$ cat src/rtl/intc_pkg.sv
package intc_pkg;
  typedef enum logic [1:0] {
    REG_MASKED = 2'd0,
    REG_RAW    = 2'd1,
    REG_SET    = 2'd2,
    REG_CLR    = 2'd3
  } reg_sel_e;
endpackage

$ cat src/rtl/intc_bank.sv
module intc_bank #(
  parameter int W = 32
) (
  input  logic         clk_i,
  input  logic         rst_ni,
  input  logic [W-1:0] src_i,
  input  logic         set_i,
  input  logic         clr_i,
  input  logic [W-1:0] wdata_i,
  output logic [W-1:0] mask_o,
  output logic [W-1:0] masked_o,
  output logic         int_o
);
  logic [W-1:0] mask_q;
  logic         int_q;

  always_ff @(posedge clk_i or negedge rst_ni) begin
    if (!rst_ni) begin
      mask_q <= '0;
      int_q  <= 1'b0;
    end else begin
      int_q <= |(src_i & mask_q);
      if (set_i)      mask_q <= mask_q | wdata_i;
      else if (clr_i) mask_q <= mask_q & ~wdata_i;
    end
  end

  assign mask_o   = mask_q;
  assign masked_o = src_i & mask_q;
  assign int_o    = int_q;
endmodule

$ cat src/rtl/intc_regif.sv
module intc_regif
  import intc_pkg::*;
#(
  parameter int W  = 32,
  parameter int AW = 4,
  parameter int NB = 2
) (
  input  logic                 clk_i,
  input  logic                 rst_ni,
  input  logic                 valid_i,
  input  logic                 write_i,
  input  logic [AW-1:0]        addr_i,
  input  logic [NB-1:0][W-1:0] raw_i,
  input  logic [NB-1:0][W-1:0] masked_i,
  input  logic [NB-1:0][W-1:0] mask_i,
  output logic [NB-1:0]        set_o,
  output logic [NB-1:0]        clr_o,
  output logic [W-1:0]         rdata_o,
  output logic                 err_o
);
  localparam int BANK_BIT = 2;

  logic        legal;
  logic        bank;
  reg_sel_e    sel;
  logic        err_d;
  logic [W-1:0] rd_d, rdata_q;
  logic        err_q;

  assign legal = (addr_i[AW-1:BANK_BIT+1] == '0);
  assign bank  = addr_i[BANK_BIT];
  assign sel   = reg_sel_e'(addr_i[1:0]);

  always_comb begin
    set_o = '0;
    clr_o = '0;
    err_d = 1'b0;
    rd_d  = '0;
    if (valid_i) begin
      if (!legal) begin
        err_d = 1'b1;
      end else begin
        unique case (sel)
          REG_MASKED: if (write_i) err_d = 1'b1; else rd_d = masked_i[bank];
          REG_RAW:    if (write_i) err_d = 1'b1; else rd_d = raw_i[bank];
          REG_SET:    if (write_i) set_o[bank] = 1'b1;
                      else begin rd_d = mask_i[bank]; err_d = 1'b1; end
          REG_CLR:    if (write_i) clr_o[bank] = 1'b1;
                      else begin rd_d = mask_i[bank]; err_d = 1'b1; end
          default:    err_d = 1'b1;
        endcase
      end
    end
  end

  always_ff @(posedge clk_i or negedge rst_ni) begin
    if (!rst_ni) begin
      rdata_q <= '0;
      err_q   <= 1'b0;
    end else begin
      err_q <= err_d;
      if (valid_i && !write_i) rdata_q <= rd_d;
    end
  end

  assign rdata_o = rdata_q;
  assign err_o   = err_q;
endmodule

$ cat src/rtl/setclr_intc.sv
module setclr_intc #(
  parameter int W  = 32,
  parameter int AW = 4
) (
  input  logic          clk_i,
  input  logic          rst_ni,
  input  logic [W-1:0]  irq_src_i,
  input  logic [W-1:0]  fiq_src_i,
  input  logic          req_valid_i,
  input  logic          req_write_i,
  input  logic [AW-1:0] req_addr_i,
  input  logic [W-1:0]  req_wdata_i,
  output logic [W-1:0]  rdata_o,
  output logic          err_o,
  output logic          irq_o,
  output logic          fiq_o
);
  localparam int NB = 2;

  logic [NB-1:0][W-1:0] src, masked, mask;
  logic [NB-1:0]        set_en, clr_en, int_out;
  logic [W-1:0]         irq_mask, fiq_mask;

  assign src[0] = irq_src_i;
  assign src[1] = fiq_src_i;

  for (genvar b = 0; b < NB; b++) begin : g_bank
    intc_bank #(.W(W)) u_bank (
      .clk_i    (clk_i),
      .rst_ni   (rst_ni),
      .src_i    (src[b]),
      .set_i    (set_en[b]),
      .clr_i    (clr_en[b]),
      .wdata_i  (req_wdata_i),
      .mask_o   (mask[b]),
      .masked_o (masked[b]),
      .int_o    (int_out[b])
    );
  end

  intc_regif #(.W(W), .AW(AW), .NB(NB)) u_regif (
    .clk_i    (clk_i),
    .rst_ni   (rst_ni),
    .valid_i  (req_valid_i),
    .write_i  (req_write_i),
    .addr_i   (req_addr_i),
    .raw_i    (src),
    .masked_i (masked),
    .mask_i   (mask),
    .set_o    (set_en),
    .clr_o    (clr_en),
    .rdata_o  (rdata_o),
    .err_o    (err_o)
  );

  assign irq_mask = mask[0];
  assign fiq_mask = mask[1];
  assign irq_o    = int_out[0];
  assign fiq_o    = int_out[1];
endmodule

$ cat config.mk
export PLATFORM = sky130hd
export DESIGN_NAME = setclr_intc
export DESIGN_NICKNAME = d
export VERILOG_FILES = /design/src/rtl/intc_pkg.sv /design/src/rtl/intc_bank.sv /design/src/rtl/intc_regif.sv /design/src/rtl/setclr_intc.sv
export SDC_FILE = /design/constraint.sdc
export NUM_CORES = 1
export LEC_CHECK = 0
export BUFFER_PORTS_ARGS = -buffer_cell sky130_fd_sc_hd__buf_2
export CAP_MARGIN = 20
export CORE_ASPECT_RATIO = 0.7
export CORE_MARGIN = 2
export CORE_UTILIZATION = 55
export DETAILED_ROUTE_END_ITERATION = 16
export PLACE_DENSITY = 0.77
export SYNTH_ARGS = -nofsm -noshare
export SYNTH_HDL_FRONTEND = slang
export SYNTH_HIERARCHICAL = 1
export SYNTH_SLANG_ARGS = --single-unit
$ cat constraint.sdc
create_clock -name clk_i -period 6 [get_ports clk_i]
set_input_delay 0.3 -clock clk_i [delete_from_list [all_inputs] [get_ports clk_i]]
set_output_delay 0.3 -clock clk_i [all_outputs]
set_load 0.02 [all_outputs]
==> results.toml, run 1 <==
[outcome]
outcome = "finished, final reports clean"

[logic_synthesis]
synth-simple-area-share_pct = 14.69
synthAdderAreaFrac_pct = 0
synth_cell_type_count = 25
yosysTopAreaCell = "dfrtp_1"
post-synth-top-count-cell = "dfrtp_1"
syn_nets = 705
syn_area_um2 = 6055
netlist_instances = 601
synthFlopType = "dfrtp_1"
synth-warning-count = 6
synth_compound_area_share_pct = 24.47
synthMuxAreaShare_pct = 15.87
synth_top_family_by_area = "compound AO/OA/AOI/OAI gates"
async_flop_share_pct = 100.0
ys_seq_area_share_pct = 40.92
syn_avg_cell_area_um2 = 10.07
synth_top_cells_by_count = "99 x dfrtp_1, 96 x mux2i_1, 64 x a22o_1, 64 x nand2_1, 64 x o21ai_0"
synth_xor_area_share_pct = 0.1447
synth_edf_count = 0
synth_top_area_share_pct = 40.92
yosys-top-cells-area = "dfrtp_1 41%, mux2i_1 16%, a22o_1 9.3%"
ys_seq_elements = 99

[floorplan]
row_count = 32
initial_core_util_pct = 55.80
die_w_um = 129.4
die_area_um2 = 11880
die_height_um = 91.78
io_pins = 139
core_area_um2 = 10850

[layout]
seqCellArea_um2 = 2477
final_cell_area_um2 = 7138
drive_above_1_share_pct = 29.44
num_antenna_cells = 0
area_growth_pct = 17.90
layout.nets = 820
num-fill-cells = 916
multi_input_area_um2 = 3371

[global_route]
grt_overflow_total = 0
grt_start_max_net_pins = 69
grt_pass1_wl_um = 28360
grt_pass1_vias = 5451
gr-usage-all-layers_pct = 30.90
antenna_found_initial = 1

[worst_setup_path]
worst-r2r-setup-slack_ps = 3760
end_kind = "register"
path_class = "input pin to register"
worstPathArrival_ps = 2580
startpoint_type = "input pin"
crit_required_ps = 6230
crit_fanout = 36
critical_path.startpoint = "req_addr_i[1]"

[clocking]
root_buffer = "clkbuf_16"
post_cts_buffers = 0
path_clk_slew_ps = 70
cts_tree = "done"
cts-resized-gates = 0
htree_levels = 3
numCtsBuffers = 9
clkSinkCount = 99
clock_path_buffers = 2
cts_hold_buf = 1
insertion_delay_ps = 350

[route]
num_vias = 5539
drt-pass1-iter-count = 6
drt_iter0_drc = 492
drt_wl_total_um = 18090
drc = 0
ant_nets = 0
routedWlPerCell_um = 20.72
viasPerCell = 6.345

[timing]
fin_skew_ps = 8.634
post-route-period-util_pct = 39.10
setup_violations = 0
min_period_ps = 2346
fin_setup_tns_ps = 0
rsz0062_at_grt = "false"
worstMarginPinSlew_ps = 1108
relSlewSlack_pct = 26.13
drv_slew = 0
hold_violations = 0
fmax_ghz = 0.4263

[placement]
placedInstanceArea_um2 = 6833
place.gp.congestion = 0.9039
io_buffers = 138
dpl.hpwl_um = 12540

[power]
powerDensity_nw_per_um2 = 269.5
total_leakage_power_uw = 0.003420
vdd_drop_max_mv = 0.1565

[hold_path]
min_from = "req_wdata_i[8]"
min_path_type = "input pin to register"

[flow_run]
max_cap_viol_count = 0
layout by cell type (no fill, tap or decap):
cell / Yosys / layout
buf_2: 12 / 136
dfrtp_1: 99 / 99
mux2i_1: 96 / 96
nand2_1: 64 / 64
a22o_1: 64 / 64
o21ai_0: 64 / 64
and2_1: 60 / 60
a32o_1: 32 / 32
a21oi_2: 30 / 30
or4_1: 18 / 18
buf_4: 2 / 14
clkbuf_16: 0 / 9
or2_2: 8 / 8
and2_4: 4 / 4
nor3_2: 0 / 4
clkbuf_1: 29 / 2
clkbuf_8: 0 / 2
inv_1: 2 / 2
a21oi_1: 2 / 2
bufinv_16: 0 / 1
clkinv_2: 0 / 1
dlygate4sd3_1: 0 / 1
nand4b_1: 1 / 1
xor2_1: 1 / 1
o21a_1: 1 / 1
nor2_4: 0 / 1
or3b_2: 0 / 1
nor2b_2: 0 / 1
nand2b_1: 1 / 1
metrics by stage:
step	setup slack, ps	cells	total power [µW]	util (%)	hold WS [ps]
after detailed placement	3349	857	1330	62.97	333.0
after floorplan	3972	601	1150	-	4.409
after CTS	3708	873	1924	65.79	208.5
final	3654	873	1924	65.79	222.3
after global routing	3564	873	2005	65.79	218.6
after global placement	3423	857	1308	62.97	325.4
cells by family after synthesis:
group                     count (synthesis)
buffers and inverters                    49
muxes                                    96
AOI/OAI and AO/OA                       193
xor gates and xnor gates                  1
DFF                                      99
and+or+nand+nor                         163
cell type report:
class | instances | area share (%)
Multi-Input combinational cell | 453 | 47.22
Sequential cell | 99 | 34.71
Timing Repair Buffer | 151 | 11.15
Clock buffer | 13 | 3.646
Tap cell | 153 | 2.682
Clock inverter | 2 | 0.4908
Inverter | 2 | 0.1052
power breakdown:
group / internal [µW] / total, µW / switching, µW / leakage [µW]
Sequential: 774 / 859 / 84.6 / 0.00128
Clock: 344 / 592 / 249 / 0.000146
Combinational: 225 / 473 / 248 / 0.00200
worst max-delay path, stage by stage:
cell and delay, ps:
buf_2 570, nand4b_1 380, nor3_2 560, buf_4 420
nand2_1 100, a22o_1 200
metal layers:
layer	up-vias	GRT usage, %	part of all wire [%]
li1	2475	-	-
met1	2720	44.19	44
met2	309	46.89	45
met3	33	6.826	9.1
met4	2	9.783	1.8
met5	-	0	0.072
worst paths after layout:
path	end	cells after the start
min	register	2
max in group asynchronous	u_regif/rdata_o[29]	3
min reg2reg	u_regif/rdata_o[24]	1
max reg2reg	g_bank[1].u_bank/int_o	4
max	register	6
min in group asynchronous	u_regif/rdata_o[15]	2
Note: power is estimated with default switching activity, not from simulation.
==> run 2: changes to the inputs <==
CORE_UTILIZATION = 50   (was 55)
PLACE_DENSITY = 0.74   (was 0.77)
clock period = 1.9 ns   (was 6 ns; I/O delays follow)
==> results.toml, run 2 (same netlist as run 1, synthesis figures left out) <==
[outcome]
outcome = "finished, violations left"
violations = "negative setup slack"

[clocking]
path_clk_slew_ps = 70
clkSinkCount = 99
root_buffer = "clkbuf_16"
cts_tree = "done"
htree_levels = 3
numCtsBuffers = 9
clock_path_buffers = 2
insertion_delay_ps = 350

[floorplan]
row_count = 33
die_height_um = 96.07
die_area_um2 = 13020
die_w_um = 135.5
core_area_um2 = 11770
io_pins = 139
initial_core_util_pct = 51.45

[placement]
place.gp.congestion = 0.8954
io_buffers = 138
placedInstanceArea_um2 = 7323
dpl.hpwl_um = 13650

[global_route]
grt_pass1_vias = 5564
met3_usage_pct = 7.056
antenna_found_initial = 0
met1_usage_pct = 43.28
gr-usage-all-layers_pct = 30.73
met2_usage_pct = 47.97
grt_overflow_total = 0
grt_pass1_wl_um = 29990
grt_start_max_net_pins = 45
grt-busiest-layer = "met2"

[power]
internal-power_uw = 4602
p_seq_share_pct = 40.6
power_frac_clock_pct = 29.6
power_frac_comb_pct = 29.8
powerDensity_nw_per_um2 = 843.0
p_sw_uw = 1918
netSwitchingFraction_pct = 29.42
vdd_drop_max_mv = 0.4924
total_leakage_power_uw = 0.003774

[route]
drt_wl_total_um = 19550
ant_nets = 0
drc = 0
num_vias = 5759
drt_iter0_drc = 490
routedWlPerCell_um = 20.80
viasPerCell = 6.127
drt-pass1-iter-count = 5

[layout]
final_cell_area_um2 = 7734
seqCellArea_um2 = 2477
num-fill-cells = 919
layout_common_cells = "136 x buf_2, 99 x dfrtp_1, 96 x mux2i_1, 70 x buf_4"
num_antenna_cells = 0
area_growth_pct = 27.73
multi_input_area_um2 = 3418
final_common_cell = "buf_2"
final_util_pct = 65.72
drive_above_1_share_pct = 36.40
layout.nets = 884

[flow_run]
max_cap_viol_count = 0

[timing]
fin_skew_ps = 7.179
worstMarginPinSlew_ps = 487.0
finalWorstSetupSlack_ps = -226.6
fin_hold_ws_ps = 11.81
setup_violations = 2
relSlewSlack_pct = 67.53
drv_slew = 0
hold_violations = 0
min_period_ps = 2127
post-route-period-util_pct = 111.9
fmax_ghz = 0.4702
rsz0062_at_grt = "true"

[worst_setup_path]
worstPathArrival_ps = 2350
end_kind = "register"
crit_required_ps = 2130
crit_fanout = 2
path_class = "register to register"
startpoint_type = "register"

[hold_path]
min_path_type = "input pin to register"
[run 2: cell count changes in the layout (fill, tap and decap cells not counted), moves of 4 or more]
cell	before	now
buf_4	14	70
and2_4	4	8
and2_1	60	56
or4_1	18	8
dlygate4sd3_1	1	5
or4_4	0	10
buf_12	0	4
[run 2: final cells by class]
type | instances | share of cell area (%)
inverters | 2 | 0.09707
well taps | 157 | 2.540
clock inverters | 3 | 0.8413
repair buffers | 215 | 17.28
clock buffers | 11 | 3.009
flip-flops and latches | 99 | 32.03
multi-input cells | 453 | 44.20
[run 2: final timing paths]
kind	start	endpoint	slack (ps)	depth (start not counted)
min in group asynchronous	rst_ni	async pin	250	2
min reg2reg	u_regif/rdata_o[10]	u_regif/rdata_o[10]	490	1
max reg2reg	register	g_bank[0].u_bank/int_o	-230	4
max in group asynchronous	rst_ni	async pin	1060	3
min	req_wdata_i[25]	register	10	2
max	register	g_bank[0].u_bank/int_o	-230	4
[run 2: critical path: stages, from the launching register on]
cell and delay, ps:
dfrtp_1 380, and2_4 140, or4_4 520, or4_4 430, or4_4 530
[run 2: stage by stage]
step	setup TNS [ps]	instances	power, µW	setup slack, ps
after floorplan	-213.3	601	3633	-106.9
after global placement	-344.0	919	4425	-173.1
after detailed placement	-413.5	919	4486	-222.1
after CTS	-398.7	938	6491	-220.1
after global routing	-487.2	940	6821	-250.1
final	-425.7	940	6520	-226.6
[run 2: power by group through the flow]
stage	registers (µW)	clock network, µW	logic, µW
global route	2680	2060	2080
floorplan	2740	0	894
detailed placement	2670	0	1810
finish	2650	1930	1950
global placement	2650	0	1770
CTS	2640	1960	1890
[run 2: what timing repair did]
action                                 4_1_cts  5_1_grt
endpoints found under the hold margin       36        0
setup buffers                                0        2
setup endpoints to repair                    2        2
gates resized for setup                     10        4
hold buffers                                 5        0
pin swaps                                    0        2
[run 2: per-layer routing]
| metal | part of all wire, % | up-vias |
|---|---|---|
| li1 | - | 2609 |
| met1 | 45 | 2800 |
| met2 | 45 | 317 |
| met3 | 9.3 | 33 |
| met4 | 1.4 | 0 |
| met5 | 0 | - |
